### src/rtl/sram_ctrl_pkg.sv
`timescale 1ns/1ps
// Shared types and elaboration-time helpers for the asynchronous SRAM
// controller. Assumes all times are given in picoseconds.
package sram_ctrl_pkg;

    // Access sequencer states
    typedef enum logic [2:0] {
        ST_IDLE,
        ST_READ,
        ST_TURN,
        ST_WPULSE,
        ST_WEND
    } seq_state_t;

    // Memory pin strobe set, registered as one unit
    typedef struct packed {
        logic ce_n;
        logic oe_n;
        logic we_n;
        logic dout_en;
    } strobe_t;

    // Clock cycles needed to cover a time, rounded up, at least one
    function automatic int unsigned wait_cycles(input int unsigned t_ps,
                                                input int unsigned clk_ps);
        int unsigned n;
        n = (t_ps + clk_ps - 1) / clk_ps;
        return (n < 1) ? 1 : n;
    endfunction

    // Larger of two counts
    function automatic int unsigned max_u(input int unsigned a,
                                          input int unsigned b);
        return (a > b) ? a : b;
    endfunction

endpackage

### src/rtl/sram_wait_timer.sv
`timescale 1ns/1ps
// Wait-state down counter. Loaded with (cycles - 1) when a phase starts;
// done is high in the last cycle of the phase. Assumes the loader never
// loads a value wider than CNT_W bits.
module sram_wait_timer #(
    parameter int CNT_W = 1
) (
    input  logic             clk,
    input  logic             rst_n,
    input  logic             load,
    input  logic [CNT_W-1:0] load_val,
    output logic             done
);

    logic [CNT_W-1:0] cnt_q;

    // Load a new phase length or count the current one down to zero
    always_ff @(posedge clk) begin
        if (!rst_n) begin
            cnt_q <= '0;
        end else if (load) begin
            cnt_q <= load_val;
        end else if (cnt_q != '0) begin
            cnt_q <= cnt_q - 1'b1;
        end
    end

    assign done = (cnt_q == '0);

endmodule

### src/rtl/sram_seq_fsm.sv
`timescale 1ns/1ps
// Access sequencer. Accepts one request between accesses, walks the
// read or write strobe sequence, and inserts a bus turnaround after
// every read. Strobes are registered from the next state so the memory
// pins never glitch. Assumes the timer is loaded only here.
module sram_seq_fsm
    import sram_ctrl_pkg::*;
#(
    parameter int unsigned RD_CNT   = 2,
    parameter int unsigned WE_CNT   = 1,
    parameter int unsigned TURN_CNT = 1,
    parameter int          CNT_W    = 1
) (
    input  logic             clk,
    input  logic             rst_n,
    input  logic             cmd_valid,
    input  logic             cmd_write,
    input  logic             timer_done,
    output logic             cmd_ready,
    output logic             accept,
    output logic             load,
    output logic [CNT_W-1:0] load_val,
    output logic             cap_en,
    output logic             ce_n,
    output logic             oe_n,
    output logic             we_n,
    output logic             dout_en
);

    localparam logic [CNT_W-1:0] RD_LD   = CNT_W'(RD_CNT - 1);
    localparam logic [CNT_W-1:0] WE_LD   = CNT_W'(WE_CNT - 1);
    localparam logic [CNT_W-1:0] TURN_LD = CNT_W'(TURN_CNT - 1);
    localparam strobe_t STB_IDLE = '{ce_n: 1'b1, oe_n: 1'b1, we_n: 1'b1, dout_en: 1'b0};

    seq_state_t state_q, state_nxt;
    strobe_t    strb_q;

    // Pin levels that belong to each state
    function automatic strobe_t strobes_for(input seq_state_t s);
        strobe_t r;
        r = STB_IDLE;
        case (s)
            ST_READ:   begin r.ce_n = 1'b0; r.oe_n = 1'b0; end
            ST_WPULSE: begin r.ce_n = 1'b0; r.we_n = 1'b0; r.dout_en = 1'b1; end
            ST_WEND:   begin r.ce_n = 1'b0; r.dout_en = 1'b1; end
            default:   r = STB_IDLE;
        endcase
        return r;
    endfunction

    // Next-state, timer load and capture decisions
    always_comb begin
        state_nxt = state_q;
        accept    = 1'b0;
        load      = 1'b0;
        load_val  = '0;
        cap_en    = 1'b0;
        case (state_q)
            ST_IDLE: begin
                if (cmd_valid) begin
                    accept = 1'b1;
                    load   = 1'b1;
                    if (cmd_write) begin
                        state_nxt = ST_WPULSE;
                        load_val  = WE_LD;
                    end else begin
                        state_nxt = ST_READ;
                        load_val  = RD_LD;
                    end
                end
            end
            ST_READ: begin
                if (timer_done) begin
                    cap_en    = 1'b1;
                    load      = 1'b1;
                    load_val  = TURN_LD;
                    state_nxt = ST_TURN;
                end
            end
            ST_TURN:   if (timer_done) state_nxt = ST_IDLE;
            ST_WPULSE: if (timer_done) state_nxt = ST_WEND;
            ST_WEND:   state_nxt = ST_IDLE;
            default:   state_nxt = ST_IDLE;
        endcase
    end

    // State and registered strobes
    always_ff @(posedge clk) begin
        if (!rst_n) begin
            state_q <= ST_IDLE;
            strb_q  <= STB_IDLE;
        end else begin
            state_q <= state_nxt;
            strb_q  <= strobes_for(state_nxt);
        end
    end

    assign cmd_ready = (state_q == ST_IDLE);
    assign ce_n      = strb_q.ce_n;
    assign oe_n      = strb_q.oe_n;
    assign we_n      = strb_q.we_n;
    assign dout_en   = strb_q.dout_en;

    AST_RD_WINDOW: assert property (@(posedge clk) disable iff (!rst_n)
        cap_en |-> (!ce_n && !oe_n && we_n));
    AST_NO_OE_WITH_WE: assert property (@(posedge clk) disable iff (!rst_n)
        !(!oe_n && !we_n));
    AST_WRITE_ENDS_SELECTED: assert property (@(posedge clk) disable iff (!rst_n)
        $rose(we_n) |-> !ce_n);
    AST_DRIVE_RELEASED: assert property (@(posedge clk) disable iff (!rst_n)
        dout_en |-> (oe_n && !ce_n));
    AST_DRIVE_AFTER_TURN: assert property (@(posedge clk) disable iff (!rst_n)
        $rose(dout_en) |-> $past(oe_n));
    AST_STANDBY: assert property (@(posedge clk) disable iff (!rst_n)
        cmd_ready |-> ce_n);

endmodule

### src/rtl/sram_datapath.sv
`timescale 1ns/1ps
// Address, write data and read data registers. Latches the request on
// acceptance and captures the memory bus on the capture strobe, raising
// the response pulse for one cycle. Assumes accept and cap_en never
// coincide.
module sram_datapath #(
    parameter int ADDR_W = 15,
    parameter int DATA_W = 8
) (
    input  logic              clk,
    input  logic              rst_n,
    input  logic              accept,
    input  logic [ADDR_W-1:0] cmd_addr,
    input  logic [DATA_W-1:0] cmd_wdata,
    input  logic              cap_en,
    input  logic [DATA_W-1:0] mem_din,
    input  logic              ce_n,
    output logic [ADDR_W-1:0] mem_addr,
    output logic [DATA_W-1:0] mem_dout,
    output logic              rsp_valid,
    output logic [DATA_W-1:0] rsp_rdata
);

    logic [ADDR_W-1:0] addr_q;
    logic [DATA_W-1:0] wdata_q;
    logic [DATA_W-1:0] rdata_q;
    logic              rsp_q;

    // Hold the request fields for the whole access
    always_ff @(posedge clk) begin
        if (!rst_n) begin
            addr_q  <= '0;
            wdata_q <= '0;
        end else if (accept) begin
            addr_q  <= cmd_addr;
            wdata_q <= cmd_wdata;
        end
    end

    // Capture the read byte and flag it for one cycle
    always_ff @(posedge clk) begin
        if (!rst_n) begin
            rdata_q <= '0;
            rsp_q   <= 1'b0;
        end else begin
            rsp_q <= cap_en;
            if (cap_en) begin
                rdata_q <= mem_din;
            end
        end
    end

    assign mem_addr  = addr_q;
    assign mem_dout  = wdata_q;
    assign rsp_valid = rsp_q;
    assign rsp_rdata = rdata_q;

    AST_ADDR_STABLE: assert property (@(posedge clk) disable iff (!rst_n)
        (!ce_n && $past(!ce_n)) |-> $stable(addr_q));
    AST_RSP_SINGLE: assert property (@(posedge clk) disable iff (!rst_n)
        rsp_q |=> !rsp_q);

endmodule

### src/rtl/sram_bus_ctrl.sv
`timescale 1ns/1ps
// Top of the asynchronous SRAM controller. Derives wait-state counts from
// the clock period and memory timing, then wires the sequencer, timer and
// datapath. Assumes the memory's own timing is no slower than the
// parameters given here.
module sram_bus_ctrl
    import sram_ctrl_pkg::*;
#(
    parameter int          ADDR_W    = 15,
    parameter int          DATA_W    = 8,
    parameter int unsigned CLK_PS    = 20000,
    parameter int unsigned T_ACC_PS  = 25000,
    parameter int unsigned T_CYC_PS  = 25000,
    parameter int unsigned T_WP_PS   = 15000,
    parameter int unsigned T_DS_PS   = 12000,
    parameter int unsigned T_REL_PS  = 12000
) (
    input  logic              clk,
    input  logic              rst_n,
    input  logic              cmd_valid,
    output logic              cmd_ready,
    input  logic              cmd_write,
    input  logic [ADDR_W-1:0] cmd_addr,
    input  logic [DATA_W-1:0] cmd_wdata,
    output logic              rsp_valid,
    output logic [DATA_W-1:0] rsp_rdata,
    output logic [ADDR_W-1:0] mem_addr,
    output logic              mem_ce_n,
    output logic              mem_oe_n,
    output logic              mem_we_n,
    output logic [DATA_W-1:0] mem_dout,
    output logic              mem_dout_en,
    input  logic [DATA_W-1:0] mem_din
);

    localparam int unsigned CYC_CNT  = wait_cycles(T_CYC_PS, CLK_PS);
    localparam int unsigned RD_CNT   = max_u(wait_cycles(T_ACC_PS, CLK_PS), CYC_CNT);
    localparam int unsigned WE_CNT   = max_u(max_u(wait_cycles(T_WP_PS, CLK_PS),
                                                   wait_cycles(T_DS_PS, CLK_PS)),
                                             (CYC_CNT > 1) ? CYC_CNT - 1 : 1);
    localparam int unsigned TURN_CNT = wait_cycles(T_REL_PS, CLK_PS);
    localparam int unsigned CNT_MAX  = max_u(max_u(RD_CNT, WE_CNT), TURN_CNT);
    localparam int          CNT_W    = (CNT_MAX > 1) ? $clog2(CNT_MAX) : 1;

    logic             accept;
    logic             load;
    logic [CNT_W-1:0] load_val;
    logic             timer_done;
    logic             cap_en;

    sram_seq_fsm #(
        .RD_CNT   (RD_CNT),
        .WE_CNT   (WE_CNT),
        .TURN_CNT (TURN_CNT),
        .CNT_W    (CNT_W)
    ) i_fsm (
        .clk        (clk),
        .rst_n      (rst_n),
        .cmd_valid  (cmd_valid),
        .cmd_write  (cmd_write),
        .timer_done (timer_done),
        .cmd_ready  (cmd_ready),
        .accept     (accept),
        .load       (load),
        .load_val   (load_val),
        .cap_en     (cap_en),
        .ce_n       (mem_ce_n),
        .oe_n       (mem_oe_n),
        .we_n       (mem_we_n),
        .dout_en    (mem_dout_en)
    );

    sram_wait_timer #(
        .CNT_W (CNT_W)
    ) i_timer (
        .clk      (clk),
        .rst_n    (rst_n),
        .load     (load),
        .load_val (load_val),
        .done     (timer_done)
    );

    sram_datapath #(
        .ADDR_W (ADDR_W),
        .DATA_W (DATA_W)
    ) i_dp (
        .clk       (clk),
        .rst_n     (rst_n),
        .accept    (accept),
        .cmd_addr  (cmd_addr),
        .cmd_wdata (cmd_wdata),
        .cap_en    (cap_en),
        .mem_din   (mem_din),
        .ce_n      (mem_ce_n),
        .mem_addr  (mem_addr),
        .mem_dout  (mem_dout),
        .rsp_valid (rsp_valid),
        .rsp_rdata (rsp_rdata)
    );

endmodule

### config.mk
export PLATFORM = sky130hd
export DESIGN_NAME = sram_bus_ctrl
export DESIGN_NICKNAME = d
export VERILOG_FILES = /design/src/rtl/sram_ctrl_pkg.sv /design/src/rtl/sram_wait_timer.sv /design/src/rtl/sram_seq_fsm.sv /design/src/rtl/sram_datapath.sv /design/src/rtl/sram_bus_ctrl.sv
export SDC_FILE = /design/constraint.sdc
export NUM_CORES = 1
export LEC_CHECK = 0
export ABC_AREA = 1
export BUFFER_PORTS_ARGS = -buffer_cell sky130_fd_sc_hd__clkbuf_2
export CORE_MARGIN = 2
export CORE_UTILIZATION = 43
export DETAILED_ROUTE_END_ITERATION = 8
export HOLD_SLACK_MARGIN = 0.02
export PLACE_DENSITY_LB_ADDON = 0.1
export SETUP_SLACK_MARGIN = 0.02
export SYNTH_ARGS = -nofsm -noshare
export SYNTH_HDL_FRONTEND = slang
export SYNTH_HIERARCHICAL = 1
export SYNTH_SLANG_ARGS = --single-unit
### constraint.sdc
create_clock -name clk -period 1.2 [get_ports clk]
set_input_delay 0 -clock clk [delete_from_list [all_inputs] [get_ports clk]]
set_output_delay 0 -clock clk [all_outputs]
set_load 0.01 [all_outputs]
==> results.yml, run 1 <==
status:
  outcome: "finished, final reports clean"
timing:
  slew_viol_final: 0
  worst_pin_slew_ns: 0.254
  fin_worst_skew_ns: 0.00366
  max_freq_mhz: 884
  slew_headroom_pct: 82.9
  setup_viol: 0
  hold_slack_ns: 0.0269
  final-hold-violation-count: 0
  period_share_pct: 94.2
  rsz0062_at_grt: "yes"
  finalSetupTns_ns: 0
  fin_crit_ns: 1.13
worst_hold_path:
  min_path_cells: 5
  holdCritStartpoint: "cmd_wdata[3]"
  min_path_type: "input port to flip-flop"
floorplan:
  initial_core_util_pct: 44.3
  rows: 23
  ioPinCount: 72
  fp.dieW_um: 67.7
  core_sq_um: 3940
  dieHeight_um: 67.7
  die-area_sq_um: 4580
pwr:
  clkPwrFrac_pct: 27.4
  pwr-share-seq_pct: 46.1
  p_switching_uw: 951
  powerDensity_nw_per_um2: 1240
  vdd_drop_max_mv: 0.635
  swShare_pct: 28.8
  power.internal_uw: 2350
  p_leak_uw: 0.00144
  pwr-share-comb_pct: 26.5
worst_setup_path:
  crit_chain: "inv_4, nand2_2, nor2_2, buf_4, buf_2"
  critPathLaunchType: "flip-flop"
  arrival_ns: 1.13
  max_stage_delay_ns: 0.37
  crit_type: "flip-flop to output port"
  crit_path_end_kind: "output port"
  ff2ff_path_depth: 7
  cp.required_ns: 1.20
  rr_startpoint: "i_fsm/state_q[2]$_SDFF_PN0_"
  crit_fanout: 3
  critPathLaunch: "i_fsm/state_q[1]$_SDFF_PN0_"
  crit_slowest_cell: "dfxtp_4"
  r2r_slack_ns: 0.08
final_layout:
  nets: 394
  drive_above_1_share_pct: 37.8
  fillers: 352
  seqCellArea_sq_um: 810
  multiInputGateArea_sq_um: 708
  n_antenna_cell: 0
  syn2layout_area_growth_pct: 52.6
clocking:
  clock_latency_ns: 0.29
  cts-root-buf: "clkbuf_8"
  tritoncts: "built"
  clock-sinks: 40
  clk_pin_slew_worst_paths_ns: 0.07
  numCtsBuffers: 5
  cts-htree-levels: 2
  clock_path_buffers: 2
logic_synthesis:
  syn_area_per_cell_sq_um: 7.07
  ys_seq_elements: 40
  ys_seq_area_share_pct: 45.9
  synth_nets: 282
  synth_area_leaders: "dfxtp_1 46%, nand2_1 13%, nor2_1 12%"
  synth_cells: 247
  yosysWarnings: 6
  netlist_area_sq_um: 1750
  synth_area_leader_cell: "dfxtp_1"
  synth.distinct_cells: 14
  synth_top_area_share_pct: 45.9
drt:
  drt_iter0_drc: 65
  firstDrtPassIters: 4
  drt-wirelength-per-cell_um: 9.80
  via_per_inst: 4.14
  ant_nets: 0
  vias: 1696
  drc: 0
  routed_wl_mm: 4.02
grt:
  grt_max_degree: 34
  grt-ovfl-total: 0
  track_usage_pct: 16.6
  grt_pass1_vias: 1365
  grt_pass1_wl_mm: 5.68
  antenna_found_initial: 0
place:
  io_buffers: 71
  dpl.hpwl_mm: 2.48
  gp_congestion: 0.840
run:
  drv_cap: 0
-- registers in the layout (all words and copies together) (netlist names) --
register        flops
i_fsm/state_q       3
i_fsm/oe_n          1
i_dp/mem_addr      15
i_dp/mem_dout       8
i_fsm/we_n          1
i_fsm/dout_en       1
i_dp/rsp_rdata      8
i_dp/rsp_valid      1
i_fsm/ce_n          1
i_timer/cnt_q       1
-- Yosys cell counts --
cell,count
nand2_1,59
nor2_1,55
inv_1,41
dfxtp_1,40
nor2_2,16
nand2_2,15
buf_6,10
nand3_1,3
a21oi_1,2
inv_2,2
nor3_1,1
o21ai_0,1
o21ai_1,1
o21ai_2,1
-- power by group through the flow --
stage | sequential [uW] | clock [uW] | combinational (uW)
after floorplan | 1600 | 0 | 428
after global placement | 1550 | 0 | 694
after detailed placement | 1550 | 0 | 702
after CTS | 1520 | 942 | 786
after global routing | 1540 | 1010 | 972
final | 1520 | 905 | 874
-- cells by family (layout without fill, tap and decap cells) --
kind of cell / after synthesis / count (layout) / synth area share, %
flip-flops: 40 / 40 / 45.9
buffers and inverters: 53 / 166 / 15.7
AND/OR/NAND/NOR: 149 / 149 / 36.8
AO/OA/AOI/OAI: 5 / 5 / 1.65
-- metrics by stage --
stage	util (%)	cell area (sq um)	total power [uW]	worst slack (ns)	cells
finish	67.6	2660	3300	0.0691	410
CTS	64.4	2540	3250	0.0137	406
global placement	54.0	2130	2240	0.0568	366
detailed placement	54.0	2130	2250	0.0178	366
floorplan	-	1750	2030	0.0333	247
global route	67.6	2660	3520	0.00874	410
-- timing repair --
action                     4_1_cts  5_1_grt
hold endpoints to repair        34        0
cloned                           0        2
hold buffers                    32        0
resized for setup                0       23
buffers inserted                 0        2
pin swaps                        0        6
setup endpoints to repair        2       33
-- worst max-delay path: cells and delay by family, from the launching register on --
family / cells / cell delay (ns)
flip-flops: 1 / 0.37
buffers and inverters: 3 / 0.29
AND/OR/NAND/NOR: 2 / 0.19
-- layout by cell type (no fill, tap or decap), types with 2 or more instances in the layout --
cell,count
a21oi_1,2
clkbuf_8,6
inv_1,38
dlygate4sd3_1,32
nor2_1,52
nand2_1,56
buf_6,3
clkbuf_1,2
inv_2,3
dfxtp_4,2
nand3_1,2
nor2_4,2
buf_4,6
nand2_2,18
clkbuf_16,2
clkbuf_2,70
nor2_2,17
dfxtp_1,37
-- metal layers --
metal	GRT usage (%)	routed length, um	up-vias	share of wire, %
met5	0	0	-	0
met4	6.12	48	0	1.2
met3	6.00	211	6	5.3
met2	28.7	2000	43	50
met1	18.6	1750	720	44
li1	-	-	927	-
-- final timing paths --
| path | to |
|---|---|
| hold reg to reg | i_dp/mem_addr[6]$_SDFFE_PN0P_ |
| setup / recovery | cmd_ready |
| setup reg to reg | i_fsm/oe_n$_SDFF_PN1_ |
| hold / removal | i_dp/mem_dout[3]$_SDFFE_PN0P_ |
-- final cells by class --
cell class	count	area share [%]
Multi-Input combinational cell	154	26.6
Clock buffer	8	3.38
Sequential cell	40	30.4
Inverter	43	6.34
Timing Repair Buffer	115	31.0
Tap cell	50	2.35
Note: power is estimated with default switching activity, not from simulation.
==> run 2: changes to the inputs <==
--- a/config.mk
+++ b/config.mk
@@ -7,7 +7,8 @@
 export LEC_CHECK = 0
 export ABC_AREA = 1
-export BUFFER_PORTS_ARGS = -buffer_cell sky130_fd_sc_hd__clkbuf_2
+export BUFFER_PORTS_ARGS = -buffer_cell sky130_fd_sc_hd__buf_4
 export CORE_MARGIN = 2
 export CORE_UTILIZATION = 43
+export CTS_CLUSTER_DIAMETER = 120
 export DETAILED_ROUTE_END_ITERATION = 8
 export HOLD_SLACK_MARGIN = 0.02
==> constraint.sdc (replaced) <==
create_clock -name clk -period 1.2 [get_ports clk]
set_input_delay 0.36 -clock clk [delete_from_list [all_inputs] [get_ports clk]]
set_output_delay 0.36 -clock clk [all_outputs]
set_load 0.01 [all_outputs]
==> results.yml, run 2 (synthesized netlist as in run 1, its figures left out) <==
final_layout:
  stdcell_count: 389
  nets: 374
  seqCellArea_sq_um: 810
  layout.cells.most_common: "buf_4"
  syn2layout_area_growth_pct: 56.2
  fillers: 345
  final_cell_mix: "80 x buf_4, 50 x nor2_1, 44 x nand2_1"
  n_antenna_cell: 0
  multiInputGateArea_sq_um: 776
  drive_above_1_share_pct: 48.4
  largest_register_ffs: 15
timing:
  period_share_pct: 112
  worst_slack_ns: -0.143
  worst_pin_slew_ns: 0.294
  setup_viol: 8
  slew_viol_final: 0
  rsz0062_at_grt: "yes"
  fin_crit_ns: 1.34
  fin_worst_skew_ns: 0.00400
  max_freq_mhz: 745
  finalSetupTns_ns: -0.458
  slew_headroom_pct: 80.2
  final-hold-violation-count: 0
place:
  dpl.hpwl_mm: 2.47
  io_buffers: 71
  dpl.cell_count: 364
  gp_congestion: 0.769
grt:
  grt_pass1_wl_mm: 5.66
  grt_pass1_vias: 1363
  grt-ovfl-total: 0
  antenna_found_initial: 0
  track_usage_pct: 16.8
  grt_max_degree: 35
floorplan:
  core_sq_um: 3940
  initial_core_util_pct: 44.3
  die-area_sq_um: 4580
  fp.dieW_um: 67.7
  ioPinCount: 72
  rows: 23
  dieHeight_um: 67.7
worst_setup_path:
  max_stage_delay_ns: 0.34
  crit_path_end_kind: "output port"
  crit_fanout: 2
  critPathLaunchType: "flip-flop"
  cp.required_ns: 0.84
  crit_chain: "inv_2, nand2_4, nor2_4, buf_6"
  arrival_ns: 0.98
  crit_type: "flip-flop to output port"
  crit_slowest_cell: "dfxtp_2"
clocking:
  clock_path_buffers: 2
  clock_latency_ns: 0.29
  clock-sinks: 40
  clk_pin_slew_worst_paths_ns: 0.07
  cts_hold_buffers: 0
  cts-root-buf: "clkbuf_8"
  tritoncts: "built"
  cts-htree-levels: 2
  numCtsBuffers: 5
pwr:
  swShare_pct: 29.8
  p_switching_uw: 1030
  clkPwrFrac_pct: 25.0
  pwr-share-comb_pct: 30.5
  power.internal_uw: 2410
  vdd_drop_max_mv: 0.827
  p_leak_uw: 0.00144
  pwr-share-seq_pct: 44.5
  powerDensity_nw_per_um2: 1260
drt:
  via_per_inst: 4.28
  drt_iter0_drc: 67
  ant_nets: 0
  firstDrtPassIters: 4
  drc: 0
  routed_wl_mm: 4.14
  drt-wirelength-per-cell_um: 10.7
  vias: 1664
run:
  drv_cap: 0
worst_hold_path:
  min_path_type: "input port to flip-flop"
status:
  outcome: "finished with violations"
  violations: "setup timing"
-- run 2: per-layer routing --
| layer | track usage [%] | up-vias | part of all wire, % |
|---|---|---|---|
| met5 | 0 | - | 0 |
| met4 | 7.40 | 0 | 1.4 |
| met3 | 6.33 | 6 | 5.7 |
| met2 | 27.7 | 41 | 50 |
| met1 | 19.3 | 728 | 43 |
| li1 | - | 889 | - |
-- run 2: final cells by class --
| type | instances | share of cell area (%) |
|---|---|---|
| Timing Repair Buffer | 95 | 30.3 |
| Tap cell | 50 | 2.29 |
| Multi-Input combinational cell | 154 | 28.5 |
| Inverter | 43 | 6.38 |
| Clock inverter | 1 | 0.184 |
| Sequential cell | 40 | 29.7 |
| Clock buffer | 6 | 2.66 |
-- run 2: through the flow --
stage / hold WS [ns] / total power [uW] / setup slack, ns / area [sq um] / util, %
2_1_floorplan: 0.440 / 2030 / 0.0333 / 1750 / -
3_3_place_gp: 0.458 / 2330 / 0.0553 / 2290 / 58.1
3_5_place_dp: 0.464 / 2340 / 0.0310 / 2290 / 58.1
4_1_cts: 0.312 / 3250 / -0.143 / 2460 / 62.4
5_1_grt: 0.313 / 3640 / -0.197 / 2730 / 69.2
6_report: 0.325 / 3440 / -0.143 / 2730 / 69.2
-- run 2: critical path: cells and delay by family, from the launching register on --
family / cells / cell delay (ns)
DFF: 1 / 0.34
buffers and inverters: 2 / 0.19
and+or+nand+nor: 2 / 0.16
-- run 2: timing repair --
| item | 4_1_cts | 5_1_grt |
|---|---|---|
| pin swaps | 12 | 6 |
| setup endpoints to repair | 2 | 40 |
| gates resized for setup | 10 | 45 |
| buffers inserted | 8 | 2 |
| gates cloned | 1 | 7 |
-- run 2: worst paths after layout --
| kind | start | to | slack [ns] | depth (start not counted) |
|---|---|---|---|---|
| worst max-delay path | i_fsm/state_q[2]$_SDFF_PN0_ | cmd_ready | -0.14 | 4 |
| worst min register to register | i_dp/rsp_rdata[3]$_SDFFE_PN0P_ | i_dp/rsp_rdata[3]$_SDFFE_PN0P_ | 0.47 | 2 |
| worst min-delay path | cmd_write | i_timer/cnt_q$_SDFF_PN0_ | 0.33 | 4 |
| worst max register to register | i_fsm/state_q[2]$_SDFF_PN0_ | i_fsm/we_n$_SDFF_PN1_ | -0.13 | 11 |
-- run 2: power by group through the flow --
stage | sequential, uW | combinational (uW) | clock (uW)
2_1_floorplan | 1600 | 428 | 0
3_3_place_gp | 1550 | 776 | 0
3_5_place_dp | 1550 | 788 | 0
4_1_cts | 1520 | 854 | 875
5_1_grt | 1540 | 1160 | 937
6_report | 1530 | 1050 | 859
==> run 3: changes to the inputs <==
CORE_UTILIZATION = 42   (was 43)
SYNTH_HIERARCHICAL = default   (was 1)
==> results.yml, run 3 <==
status:
  outcome: "finished with violations"
  violations: "setup timing"
worst_hold_path:
  min_path_type: "input port to flip-flop"
timing:
  setup_viol: 9
  period_share_pct: 111
  hold_slack_ns: 0.239
  slew_headroom_pct: 84.5
  rsz0062_at_grt: "yes"
  final-hold-violation-count: 0
  slew_viol_final: 0
  fin_worst_skew_ns: 0.00829
  worst_pin_slew_ns: 0.230
  fin_crit_ns: 1.33
  worst_slack_ns: -0.126
  max_freq_mhz: 754
pwr:
  total_power_uw: 3230
  powerDensity_nw_per_um2: 1270
  p_leak_uw: 0.00111
  vdd_drop_max_mv: 0.820
floorplan:
  dieHeight_um: 67.0
  core_sq_um: 3740
  initial_core_util_pct: 44.5
  die-area_sq_um: 4480
  rows: 22
  fp.dieW_um: 67.0
  ioPinCount: 72
place:
  io_buffers: 71
  dpl.hpwl_mm: 2.68
  gp_congestion: 0.748
  placed_cell_area_sq_um: 2290
  dp_slack_ns: 0.0562
logic_synthesis:
  ys_seq_area_share_pct: 48.1
  ys_async_sr_fraction_pct: 0
  synth_nets: 209
  synth.most_common_cell: "dfxtp_1"
  synth-edff-count: 0
  synth_area_leader_cell: "dfxtp_1"
  yosysWarnings: 0
  yosys-top-cells-count: "40 x dfxtp_1, 32 x nand2_1, 20 x nand3_2"
  synth.distinct_cells: 23
  synthFlopType: "dfxtp_1"
  ys_seq_elements: 40
  netlist_area_sq_um: 1670
  synth_cells: 174
  synth_area_leaders: "dfxtp_1 48%, nand3_2 12%, a21oi_2 10%"
  syn_area_per_cell_sq_um: 9.57
  synth_top_area_share_pct: 48.1
final_layout:
  syn2layout_area_growth_pct: 52.7
  layout.cells.most_common: "buf_4"
  fin_util_pct: 67.9
  postLayoutCellArea_sq_um: 2540
  drive_above_1_share_pct: 58.3
  n_antenna_cell: 0
  largest_register_ffs: 15
  final_cell_mix: "77 x buf_4, 37 x dfxtp_1, 29 x nand2_1"
  nets: 294
drt:
  routed_wl_mm: 3.96
  drt_iter0_drc: 36
  via_per_inst: 4.78
  drt-wirelength-per-cell_um: 12.9
  ant_nets: 0
  vias: 1466
  drc: 0
  firstDrtPassIters: 4
clocking:
  clock_path_buffers: 2
  cts-htree-levels: 2
  clk_pin_slew_worst_paths_ns: 0.07
  numCtsBuffers: 5
  tritoncts: "built"
  cts-root-buf: "clkbuf_8"
  clock_latency_ns: 0.29
  cts_hold_buffers: 0
  clock-sinks: 40
grt:
  grt_pass1_vias: 1292
  grt_pass1_wl_mm: 5.84
  antenna_found_initial: 0
  grt_max_degree: 21
  grt-ovfl-total: 0
  track_usage_pct: 17.5
worst_setup_path:
  critPathLaunchType: "flip-flop"
  arrival_ns: 0.97
  crit_type: "flip-flop to output port"
  crit_fanout: 2
  crit_path_end_kind: "output port"
  cp.required_ns: 0.84
run:
  drv_cap: 0
## run 3: power breakdown
group          total, uW  internal, uW  leakage, uW  switching, uW
Sequential          1490          1430     0.000330           57.2
Clock                823           395    0.0000410            428
Combinational        922           492     0.000741            430
Total               3230          2320      0.00111            916
## run 3: timing repair
action,in CTS,in global routing
buffers inserted,2,4
cloned,0,3
resized for setup,6,16
pin swaps,1,4
setup endpoints to repair,1,31
## run 3: layer usage
metal	share of wire, %	global-route usage, %	up-vias	wire length (um)
met1	42	19.8	667	1680
met3	6.7	4.73	8	266
met2	49	30.0	46	1940
li1	-	-	745	-
met5	0	0	-	0
met4	1.8	8.42	0	72
## run 3: area by class of cell
type | count | area (sq um)
multi-input combinational | 116 | 774
inverter | 8 | 40.0
fill | 329 | 1200
sequential | 40 | 810
clock inverter | 1 | 5.00
tap | 48 | 60.1
timing repair buffer | 88 | 781
clock buffer | 6 | 72.6
## run 3: cells by family after synthesis
group	synth area share, %
and+or+nand+nor	29.5
DFF	48.1
AOI/OAI and AO/OA	14.9
buffers and inverters	7.59
## run 3: stage by stage
| stage | TNS [ns] | cells |
|---|---|---|
| global route | -1.97 | 307 |
| global placement | 0 | 291 |
| detailed placement | 0 | 291 |
| floorplan | 0 | 174 |
| finish | -0.541 | 307 |
| CTS | -0.148 | 300 |
## run 3: final timing paths
| kind | startpoint | endpoint | slack (ns) | cells after the start |
|---|---|---|---|---|
| setup / recovery | i_fsm.state_q[2]$_SDFF_PN0_ | cmd_ready | -0.13 | 4 |
| hold reg to reg | i_dp.mem_addr[0]$_SDFFE_PN0P_ | i_dp.mem_addr[0]$_SDFFE_PN0P_ | 0.46 | 2 |
| hold / removal | cmd_write | i_timer.cnt_q$_SDFF_PN0_ | 0.24 | 2 |
| setup reg to reg | i_fsm.state_q[2]$_SDFF_PN0_ | i_dp.mem_addr[2]$_SDFFE_PN0P_ | -0.07 | 9 |
## run 3: critical path: stages (launching register included)
cell	delay [ns]
dfxtp_4	0.36
nor2_8	0.12
nand2_4	0.06
clkinv_4	0.05
buf_6	0.09
